<file path="src/rtl/owrc_pkg.sv">
package owrc_pkg;
  localparam int ID_W     = 64;
  localparam int ID_BYTES = ID_W / 8;
  localparam int IDX_W    = $clog2(ID_W);

  localparam logic [7:0] OP_READ   = 8'h33;
  localparam logic [7:0] OP_MATCH  = 8'h55;
  localparam logic [7:0] OP_SKIP   = 8'hCC;
  localparam logic [7:0] OP_SEARCH = 8'hF0;
  localparam logic [7:0] OP_RESUME = 8'hA5;

  typedef enum logic [2:0] {
    CMD_READ, CMD_MATCH, CMD_SKIP, CMD_SEARCH, CMD_RESUME, CMD_OTHER
  } cmd_e;

  typedef enum logic [3:0] {
    ST_DORMANT, ST_CMD, ST_MATCH, ST_READ,
    ST_SRCH_T, ST_SRCH_C, ST_SRCH_D, ST_MEM, ST_MUTE
  } st_e;

  // byte k of the identifier, lowest byte first
  function automatic logic [7:0] id_byte(logic [ID_W-1:0] id, logic [IDX_W-1:0] k);
    return 8'(id >> (32'(k) * 8));
  endfunction

  function automatic logic id_bit(logic [ID_W-1:0] id, logic [IDX_W-1:0] k);
    return id[k];
  endfunction
endpackage

</file>
<file path="src/rtl/owrc_decode.sv">
module owrc_decode
  import owrc_pkg::*;
(
  input  logic [7:0] code_i,
  output cmd_e       cmd_o
);
  always_comb begin
    unique case (code_i)
      OP_READ:   cmd_o = CMD_READ;
      OP_MATCH:  cmd_o = CMD_MATCH;
      OP_SKIP:   cmd_o = CMD_SKIP;
      OP_SEARCH: cmd_o = CMD_SEARCH;
      OP_RESUME: cmd_o = CMD_RESUME;
      default:   cmd_o = CMD_OTHER;
    endcase
  end
endmodule

</file>
<file path="src/rtl/owrc_rcflag.sv">
module owrc_rcflag (
  input  logic clk,
  input  logic rst_n,
  input  logic set_i,
  input  logic clr_i,
  output logic rc_o
);
  always_ff @(posedge clk or negedge rst_n) begin
    if (!rst_n)     rc_o <= 1'b0;
    else if (clr_i) rc_o <= 1'b0;
    else if (set_i) rc_o <= 1'b1;
  end
endmodule

</file>
<file path="src/rtl/owrc_seq.sv">
module owrc_seq
  import owrc_pkg::*;
(
  input  logic            clk,
  input  logic            rst_n,
  input  logic            bus_reset_i,
  input  logic            rx_valid_i,
  input  logic [7:0]      rx_byte_i,
  input  cmd_e            cmd_i,
  input  logic            tx_ready_i,
  input  logic            bit_tx_ready_i,
  input  logic            bit_rx_valid_i,
  input  logic            bit_rx_i,
  input  logic [ID_W-1:0] rom_id_i,
  input  logic            rc_i,
  output logic            tx_valid_o,
  output logic [7:0]      tx_byte_o,
  output logic            bit_tx_valid_o,
  output logic            bit_tx_o,
  output logic            mem_en_o,
  output logic            sel_o,
  output logic            rc_set_o,
  output logic            rc_clr_o
);
  localparam logic [IDX_W-1:0] LAST_BYTE = IDX_W'(ID_BYTES - 1);
  localparam logic [IDX_W-1:0] LAST_BIT  = IDX_W'(ID_W - 1);

  st_e              st_q, st_d;
  logic [IDX_W-1:0] cnt_q, cnt_d;
  logic             cur_bit;
  logic [7:0]       cur_byte;

  assign cur_bit  = id_bit(rom_id_i, cnt_q);
  assign cur_byte = id_byte(rom_id_i, cnt_q);

  always_comb begin
    st_d     = st_q;
    cnt_d    = cnt_q;
    rc_set_o = 1'b0;
    rc_clr_o = 1'b0;
    if (bus_reset_i) begin
      st_d  = ST_CMD;
      cnt_d = '0;
    end else begin
      unique case (st_q)
        ST_CMD: if (rx_valid_i) begin
          unique case (cmd_i)
            CMD_SKIP:   st_d = ST_MEM;
            CMD_READ:   st_d = ST_READ;
            CMD_MATCH:  st_d = ST_MATCH;
            CMD_SEARCH: st_d = ST_SRCH_T;
            CMD_RESUME: st_d = rc_i ? ST_MEM : ST_MUTE;
            default:    st_d = ST_MUTE;
          endcase
        end
        ST_MATCH: if (rx_valid_i) begin
          if (rx_byte_i != cur_byte) begin
            rc_clr_o = 1'b1;
            st_d     = ST_MUTE;
          end else if (cnt_q == LAST_BYTE) begin
            rc_set_o = 1'b1;
            st_d     = ST_MEM;
          end else begin
            cnt_d = cnt_q + 1'b1;
          end
        end
        ST_READ: if (tx_ready_i) begin
          if (cnt_q == LAST_BYTE) st_d = ST_MEM;
          else                    cnt_d = cnt_q + 1'b1;
        end
        ST_SRCH_T: if (bit_tx_ready_i) st_d = ST_SRCH_C;
        ST_SRCH_C: if (bit_tx_ready_i) st_d = ST_SRCH_D;
        ST_SRCH_D: if (bit_rx_valid_i) begin
          if (bit_rx_i != cur_bit) begin
            rc_clr_o = 1'b1;
            st_d     = ST_MUTE;
          end else if (cnt_q == LAST_BIT) begin
            rc_set_o = 1'b1;
            st_d     = ST_MEM;
          end else begin
            cnt_d = cnt_q + 1'b1;
            st_d  = ST_SRCH_T;
          end
        end
        default: st_d = st_q;
      endcase
    end
  end

  always_ff @(posedge clk or negedge rst_n) begin
    if (!rst_n) begin
      st_q  <= ST_DORMANT;
      cnt_q <= '0;
      sel_o <= 1'b0;
    end else begin
      st_q  <= st_d;
      cnt_q <= cnt_d;
      sel_o <= (st_d == ST_MEM) && (st_q != ST_MEM);
    end
  end

  assign tx_valid_o     = (st_q == ST_READ);
  assign tx_byte_o      = tx_valid_o ? cur_byte : 8'h00;
  assign bit_tx_valid_o = (st_q == ST_SRCH_T) || (st_q == ST_SRCH_C);
  assign bit_tx_o       = (st_q == ST_SRCH_T) ? cur_bit :
                          (st_q == ST_SRCH_C) ? ~cur_bit : 1'b0;
  assign mem_en_o       = (st_q == ST_MEM);
endmodule

</file>
<file path="src/rtl/owrc_top.sv">
module owrc_top
  import owrc_pkg::*;
(
  input  logic            clk,
  input  logic            rst_n,
  input  logic            bus_reset_i,
  input  logic            rx_valid_i,
  input  logic [7:0]      rx_byte_i,
  output logic            tx_valid_o,
  output logic [7:0]      tx_byte_o,
  input  logic            tx_ready_i,
  output logic            bit_tx_valid_o,
  output logic            bit_tx_o,
  input  logic            bit_tx_ready_i,
  input  logic            bit_rx_valid_i,
  input  logic            bit_rx_i,
  input  logic [ID_W-1:0] rom_id_i,
  output logic            sel_o,
  output logic            mem_en_o
);
  cmd_e cmd_w;
  logic rc_w, rc_set_w, rc_clr_w;

  owrc_decode u_dec (.code_i(rx_byte_i), .cmd_o(cmd_w));

  owrc_rcflag u_rc (
    .clk(clk), .rst_n(rst_n), .set_i(rc_set_w), .clr_i(rc_clr_w), .rc_o(rc_w)
  );

  owrc_seq u_seq (
    .clk(clk), .rst_n(rst_n), .bus_reset_i(bus_reset_i),
    .rx_valid_i(rx_valid_i), .rx_byte_i(rx_byte_i), .cmd_i(cmd_w),
    .tx_ready_i(tx_ready_i), .bit_tx_ready_i(bit_tx_ready_i),
    .bit_rx_valid_i(bit_rx_valid_i), .bit_rx_i(bit_rx_i),
    .rom_id_i(rom_id_i), .rc_i(rc_w),
    .tx_valid_o(tx_valid_o), .tx_byte_o(tx_byte_o),
    .bit_tx_valid_o(bit_tx_valid_o), .bit_tx_o(bit_tx_o),
    .mem_en_o(mem_en_o), .sel_o(sel_o),
    .rc_set_o(rc_set_w), .rc_clr_o(rc_clr_w)
  );
endmodule

</file>
<file path="config.mk">
export PLATFORM = sky130hd
export DESIGN_NAME = owrc_top
export DESIGN_NICKNAME = d
export VERILOG_FILES = /design/src/rtl/owrc_pkg.sv /design/src/rtl/owrc_decode.sv /design/src/rtl/owrc_rcflag.sv /design/src/rtl/owrc_seq.sv /design/src/rtl/owrc_top.sv
export SDC_FILE = /design/constraint.sdc
export NUM_CORES = 1
export LEC_CHECK = 0
export ABC_AREA = 1
export BUFFER_PORTS_ARGS = -buffer_cell sky130_fd_sc_hd__buf_2
export CORE_UTILIZATION = 46
export DETAILED_ROUTE_END_ITERATION = 8
export PLACE_DENSITY = 0.79
export SLEW_MARGIN = 20
export SYNTH_ARGS = -nofsm -noshare
export SYNTH_HDL_FRONTEND = slang
export SYNTH_SLANG_ARGS = --single-unit
</file>
<file path="constraint.sdc">
create_clock -name clk -period 1.83 [get_ports clk]
set_input_delay 0.0915 -clock clk [delete_from_list [all_inputs] [get_ports clk]]
set_output_delay 0.0915 -clock clk [all_outputs]
set_load 0.02 [all_outputs]
</file>
==> impl_metrics.toml, run 1 <==
[outcome]
status = "finished, violations left"
violations = "negative setup slack"

[timing]
fin_crit_sh_pct = 133
finalClockSkew_ns = 0.00659
slew_viol_final = 0
layout_min_cycle_time_ns = 2.43
relSlewSlack_pct = 68.0
tightest_slew_ns = 0.479
fin_ws_ns = -0.598
final_hold_viol_count = 0
whs_ns = 0.220
fmaxAchievable_mhz = 412
rsz0062_at_grt = "yes"
setup_violations = 21

[clocking]
clock_latency_ns = 0.24
cts_tree = "done"
root_buffer = "clkbuf_8"
cts_buffers = 3
h-tree-depth = 1
cts_buffer_depth = 2
clkSinkCount = 12
clkTransAtPathRegs_ns = 0.06

[logic_synthesis]
synth_cell_types = 29
synth_warnings = 0
syn_nets = 553
syn_area_mm2 = 0.00238
yosysSeqAreaShare_pct = 12.6
syn_avg_cell_area_um2 = 5.05
ys_seq_elements = 12
postSynthCellCount = 472

[placement]
portBuffers = 92
placed_cells = 647
place_congestion = 0.948
dpl.hpwl_um = 6370

[routing]
ant_nets = 0
via_per_inst = 6.27
routed_wl_um = 11700
drt_iter0_drc = 600
firstDrtPassIters = 6
routedWlPerCell_um = 17.5
drc = 0
vias = 4179

[finish]
drive_above_1_share_pct = 42.9
nNetsFinal = 682
diodes = 0
area_growth_pct = 62.9
fin_util_pct = 80.1
final_cells = 666
fillCellCount = 296

[global_route]
grt_use_met2_pct = 49.9
use_met1_pct = 39.5
gr-usage-met3_pct = 2.57
track_usage_pct = 29.5
grt_pass1_wl_um = 12800
grt_overflow = 0
antenna_found_initial = 0
busiest_layer = "met2"
grt_max_degree = 37
grt_pass1_vias = 3048

[power]
p_leak_nw = 2.05
p_per_area_mw_per_mm2 = 1140
totalPowerFinal_w = 0.00441
irDropWorstVdd_mv = 0.867

[setup_path]
arrival_ns = 2.55
critical_path_required_ns = 1.95
crit_type = "register to register"
reg2reg_from = "u_seq.cnt_q[0]"
cp_max_fo = 19
worst_setup_path_end_kind = "register"
crit_start = "u_seq.cnt_q[0]"
start_kind = "register"

[flow_run]
cap_violations = 0

[hold_path]
min-delay-start = "bus_reset_i"
min_path_type = "input port to register"

[die]
ios = 93
die_area_mm2 = 0.00547
die_w_um = 74.0
fp.dieH_um = 74.0
core_mm2 = 0.00485
initial_core_util_pct = 49.2
num_rows = 25
-- flip-flops by register name, summed over array words and instances (netlist names) --
name         cells
u_rc.rc_o        1
u_seq.sel_o      1
u_seq.cnt_q      6
u_seq.st_q       4
-- cells in the mapped netlist (all sizes together) --
cell    instances  area (um^2)
o211ai          3         27.5
nand4           9         56.3
xor2            1         8.76
o21ai          15         97.6
dfrtp          12          300
a21oi           8         40.0
buf            23          149
or4             1         7.51
clkbuf          2         7.51
inv            45          171
ha              1         12.5
nand2         177          667
nor3            6         30.0
clkinv          1         3.75
nand3         127          641
or2             1         6.26
nor2           39          151
nor4            1         6.26
-- placed cells by master, fill, tap and decap left out --
cell type | netlist | layout
a21oi_1 | 8 | 6
a21oi_2 | 0 | 2
buf_12 | 0 | 8
buf_2 | 14 | 83
buf_4 | 4 | 40
buf_6 | 4 | 8
buf_8 | 0 | 2
clkbuf_16 | 0 | 6
clkbuf_8 | 0 | 3
clkinv_1 | 1 | 1
clkinv_8 | 0 | 1
dfrtp_1 | 12 | 10
dfrtp_2 | 0 | 2
dlygate4sd3_1 | 0 | 1
ha_1 | 1 | 1
inv_1 | 41 | 41
inv_2 | 3 | 3
inv_6 | 0 | 1
nand2_1 | 176 | 131
nand2_2 | 1 | 44
nand2_4 | 0 | 2
nand3_1 | 126 | 91
nand3_2 | 1 | 35
nand3_4 | 0 | 1
nand4_1 | 9 | 9
nor2_1 | 37 | 33
nor2_2 | 2 | 2
nor2_4 | 0 | 4
nor3_1 | 6 | 6
nor4_2 | 0 | 1
o211ai_1 | 2 | 2
o211ai_2 | 1 | 1
o21ai_0 | 8 | 7
o21ai_1 | 1 | 1
o21ai_2 | 6 | 7
or2_2 | 1 | 1
or4_1 | 1 | 1
xor2_1 | 1 | 1
-- per-layer routing --
layer,part of all wire (%),vias to the layer above
li1,-,1797
met1,35,1840
met2,45,418
met3,13,124
met4,7.0,0
met5,0,-
-- critical path: stages, from the launching register on --
cell and delay, ns:
dfrtp_2 0.45, buf_12 0.17, buf_12 0.15, nand2_1 0.13, nand3_1 0.16, nand3_1 0.15
nand2_2 0.08, nand2_2 0.07, nand2_1 0.05, nand2_1 0.07, nand2_2 0.06, nor2_4 0.12
nand2_2 0.09, o211ai_2 0.16, nand3_2 0.10, buf_12 0.16, nand2_2 0.06, o21ai_2 0.06
-- final cells by class --
| class | instances | area [um^2] | area share [%] |
|---|---|---|---|
| well taps | 67 | 83.8 | 2.16 |
| clock buffers | 3 | 41.3 | 1.06 |
| repair buffers | 148 | 1160 | 29.8 |
| inverters | 46 | 185 | 4.77 |
| flip-flops and latches | 12 | 303 | 7.80 |
| repair inverters | 1 | 8.76 | 0.226 |
| multi-input cells | 389 | 2100 | 54.2 |
-- kinds of logic (layout without fill, tap and decap cells) --
family	count (synthesis)	after routing	share of synthesized area, %
buffers and inverters	71	198	13.9
AOI/OAI and AO/OA	26	26	6.93
adders and majority gates	1	1	0.525
DFF	12	12	12.6
and+or+nand+nor	361	361	65.7
xor gates and xnor gates	1	1	0.368
-- per-stage QoR --
| stage | area [um^2] | setup WS (ns) | setup TNS (ns) |
|---|---|---|---|
| after floorplan | 2380 | -0.174 | -0.997 |
| after global placement | 3140 | -0.302 | -2.96 |
| after detailed placement | 3140 | -0.359 | -3.51 |
| after CTS | 3230 | -0.297 | -2.97 |
| after global routing | 3880 | -0.750 | -10.67 |
| final | 3880 | -0.598 | -7.83 |
-- repair_timing --
action / in CTS / in global routing
hold buffers: 1 / 0
hold endpoints to repair: 12 / 0
setup buffers: 0 / 5
setup endpoints to repair: 19 / 21
pin swaps: 1 / 19
gates resized for setup: 12 / 116
gates cloned: 0 / 10
-- report_power, final --
group          switching, W  internal (W)
logic               0.00217       0.00160
registers         0.0000742      0.000324
clock network      0.000102      0.000145
-- path summary, 6_finish.rpt --
path                                        to  slack [ns]  depth (start not counted)
worst max-delay path            u_seq.cnt_q[0]       -0.60                         17
worst min-delay path               u_seq.sel_o        0.22                          6
worst max register to register  u_seq.cnt_q[0]       -0.60                         17
worst min register to register   u_seq.st_q[2]        0.55                          2
max in group asynchronous       u_seq.cnt_q[1]        1.30                          2
min in group asynchronous        u_seq.st_q[0]        0.27                          2
Power figures use the tool's default switching activity.
==> run 2: changes to the inputs <==
RECOVER_POWER = 50   (was not set)
==> impl_metrics.toml, run 2 (synthesis results as in run 1) <==
[global_route]
grt_pass1_wl_um = 12800
grt_max_degree = 37
antenna_found_initial = 0
grt_pass1_vias = 3048
track_usage_pct = 29.5
grt_overflow = 0

[timing]
fmaxAchievable_mhz = 412
fin_ws_ns = -0.599
setup_violations = 21
layout_min_cycle_time_ns = 2.43
tightest_slew_ns = 0.750
final_hold_viol_count = 0
tns_ns = -7.99
relSlewSlack_pct = 50.0
fin_crit_sh_pct = 133
slew_viol_final = 0
finalClockSkew_ns = 0.00639
rsz0062_at_grt = "yes"
whs_ns = 0.216

[finish]
final_cell_mix = "nand2_1, nand3_1, buf_2, nand2_2, inv_1"
fillCellCount = 297
largest_reg_flops = 6
top_regs = "u_seq.cnt_q: 6 flops, u_seq.st_q: 4 flops"
drive_above_1_share_pct = 42.7
largest-register = "u_seq.cnt_q"
fin_util_pct = 80.1
finalInstanceArea_mm2 = 0.00388
nNetsFinal = 682
diodes = 0
area_growth_pct = 62.8
final_common_cell = "nand2_1"

[routing]
routed_wl_um = 11600
ant_nets = 0
drt_iter0_drc = 600
firstDrtPassIters = 5
routedWlPerCell_um = 17.5
via_per_inst = 6.21
vias = 4138
drc = 0

[setup_path]
reg2reg_from = "u_seq.cnt_q[0]"
regToRegSetupSlack_ns = -0.60
worst_setup_path_end_kind = "register"
r2r-end = "u_seq.cnt_q[0]"
reg2reg_depth = 17
arrival_ns = 2.55
crit_type = "register to register"
cp_max_fo = 12
critical_path_required_ns = 1.95
start_kind = "register"

[die]
ios = 93
core_mm2 = 0.00485
num_rows = 25
die_area_mm2 = 0.00547
initial_core_util_pct = 49.2
die_w_um = 74.0
fp.dieH_um = 74.0

[placement]
place_congestion = 0.948
postPlaceCellArea_mm2 = 0.00314
portBuffers = 92
dpl.hpwl_um = 6370
place_ws_ns = -0.359

[hold_path]
min_path_cells = 4
min_delay_worst_endpoint = "u_rc.rc_o"
min-delay-start = "bus_reset_i"
min_path_type = "input port to register"

[clocking]
cts_buffers = 3
root_buffer = "clkbuf_8"
clock_latency_ns = 0.24
cts_buffer_depth = 2
h-tree-depth = 1
clkTransAtPathRegs_ns = 0.06
cts_tree = "done"
clkSinkCount = 12

[outcome]
violations = "negative setup slack"
status = "finished, violations left"

[flow_run]
cap_violations = 0

[power]
p_leak_nw = 2.05
irDropWorstVdd_mv = 0.866
p_per_area_mw_per_mm2 = 1140
-- run 2: cell type report --
type	count	area (um^2)	share of cell area [%]
clock buffer	3	41.3	1.06
inverter	46	185	4.77
multi-input combinational	389	2100	54.2
sequential	12	303	7.80
tap	67	83.8	2.16
timing repair buffer	148	1150	29.8
timing repair inverter	1	8.76	0.226
-- run 2: routing by layer --
layer | GRT usage (%) | wire length [um] | up-vias
met5 | 0 | 0 | -
met4 | 10.3 | 794 | 0
met3 | 2.57 | 1550 | 108
met2 | 49.9 | 5200 | 417
met1 | 39.5 | 4090 | 1818
li1 | - | - | 1795
-- run 2: through the flow --
step | power [W] | instances
after detailed placement | 0.00299 | 647
final | 0.00441 | 666
after floorplan | 0.00209 | 472
after global routing | 0.00470 | 666
after CTS | 0.00330 | 651
after global placement | 0.00294 | 647
-- run 2: how the worst max path moves through the flow --
stage / start / endpoint
2_1_floorplan: u_seq.cnt_q[0] / u_seq.cnt_q[3]
3_3_place_gp: u_seq.cnt_q[0] / u_seq.cnt_q[0]
3_5_place_dp: u_seq.cnt_q[0] / u_rc.rc_o
4_1_cts: u_seq.cnt_q[0] / u_seq.cnt_q[5]
5_1_grt: u_seq.cnt_q[0] / u_seq.cnt_q[0]
6_report: u_seq.cnt_q[0] / u_seq.cnt_q[0]
-- run 2: power by group --
group | switching, W | internal (W) | leakage, nW
Sequential | 0.0000744 | 0.000324 | 0.157
Clock | 0.000102 | 0.000145 | 0.0216
Combinational | 0.00216 | 0.00160 | 1.87
-- run 2: critical path: stages, from the launching register on --
cell and delay, ns:
dfrtp_2 0.45, buf_12 0.17, inv_6 0.09, clkbuf_16 0.14, nand2_1 0.08, nand3_1 0.14, nand3_1 0.13, nand2_2 0.11
nand3_1 0.09, nand2_1 0.09, nand2_2 0.06, nor2_4 0.12, nand2_2 0.09, o211ai_2 0.15, nand3_2 0.10, buf_12 0.16
nand2_2 0.06, o21ai_2 0.06
-- run 2: timing repair --
action                                 4_1_cts  5_1_grt
buffers inserted                             0        5
gates resized for setup                     12      116
cloned                                       0       10
endpoints found under the hold margin       12        0
pin swaps                                    1       19
setup endpoints to repair                   19       21
hold buffers                                 1        0
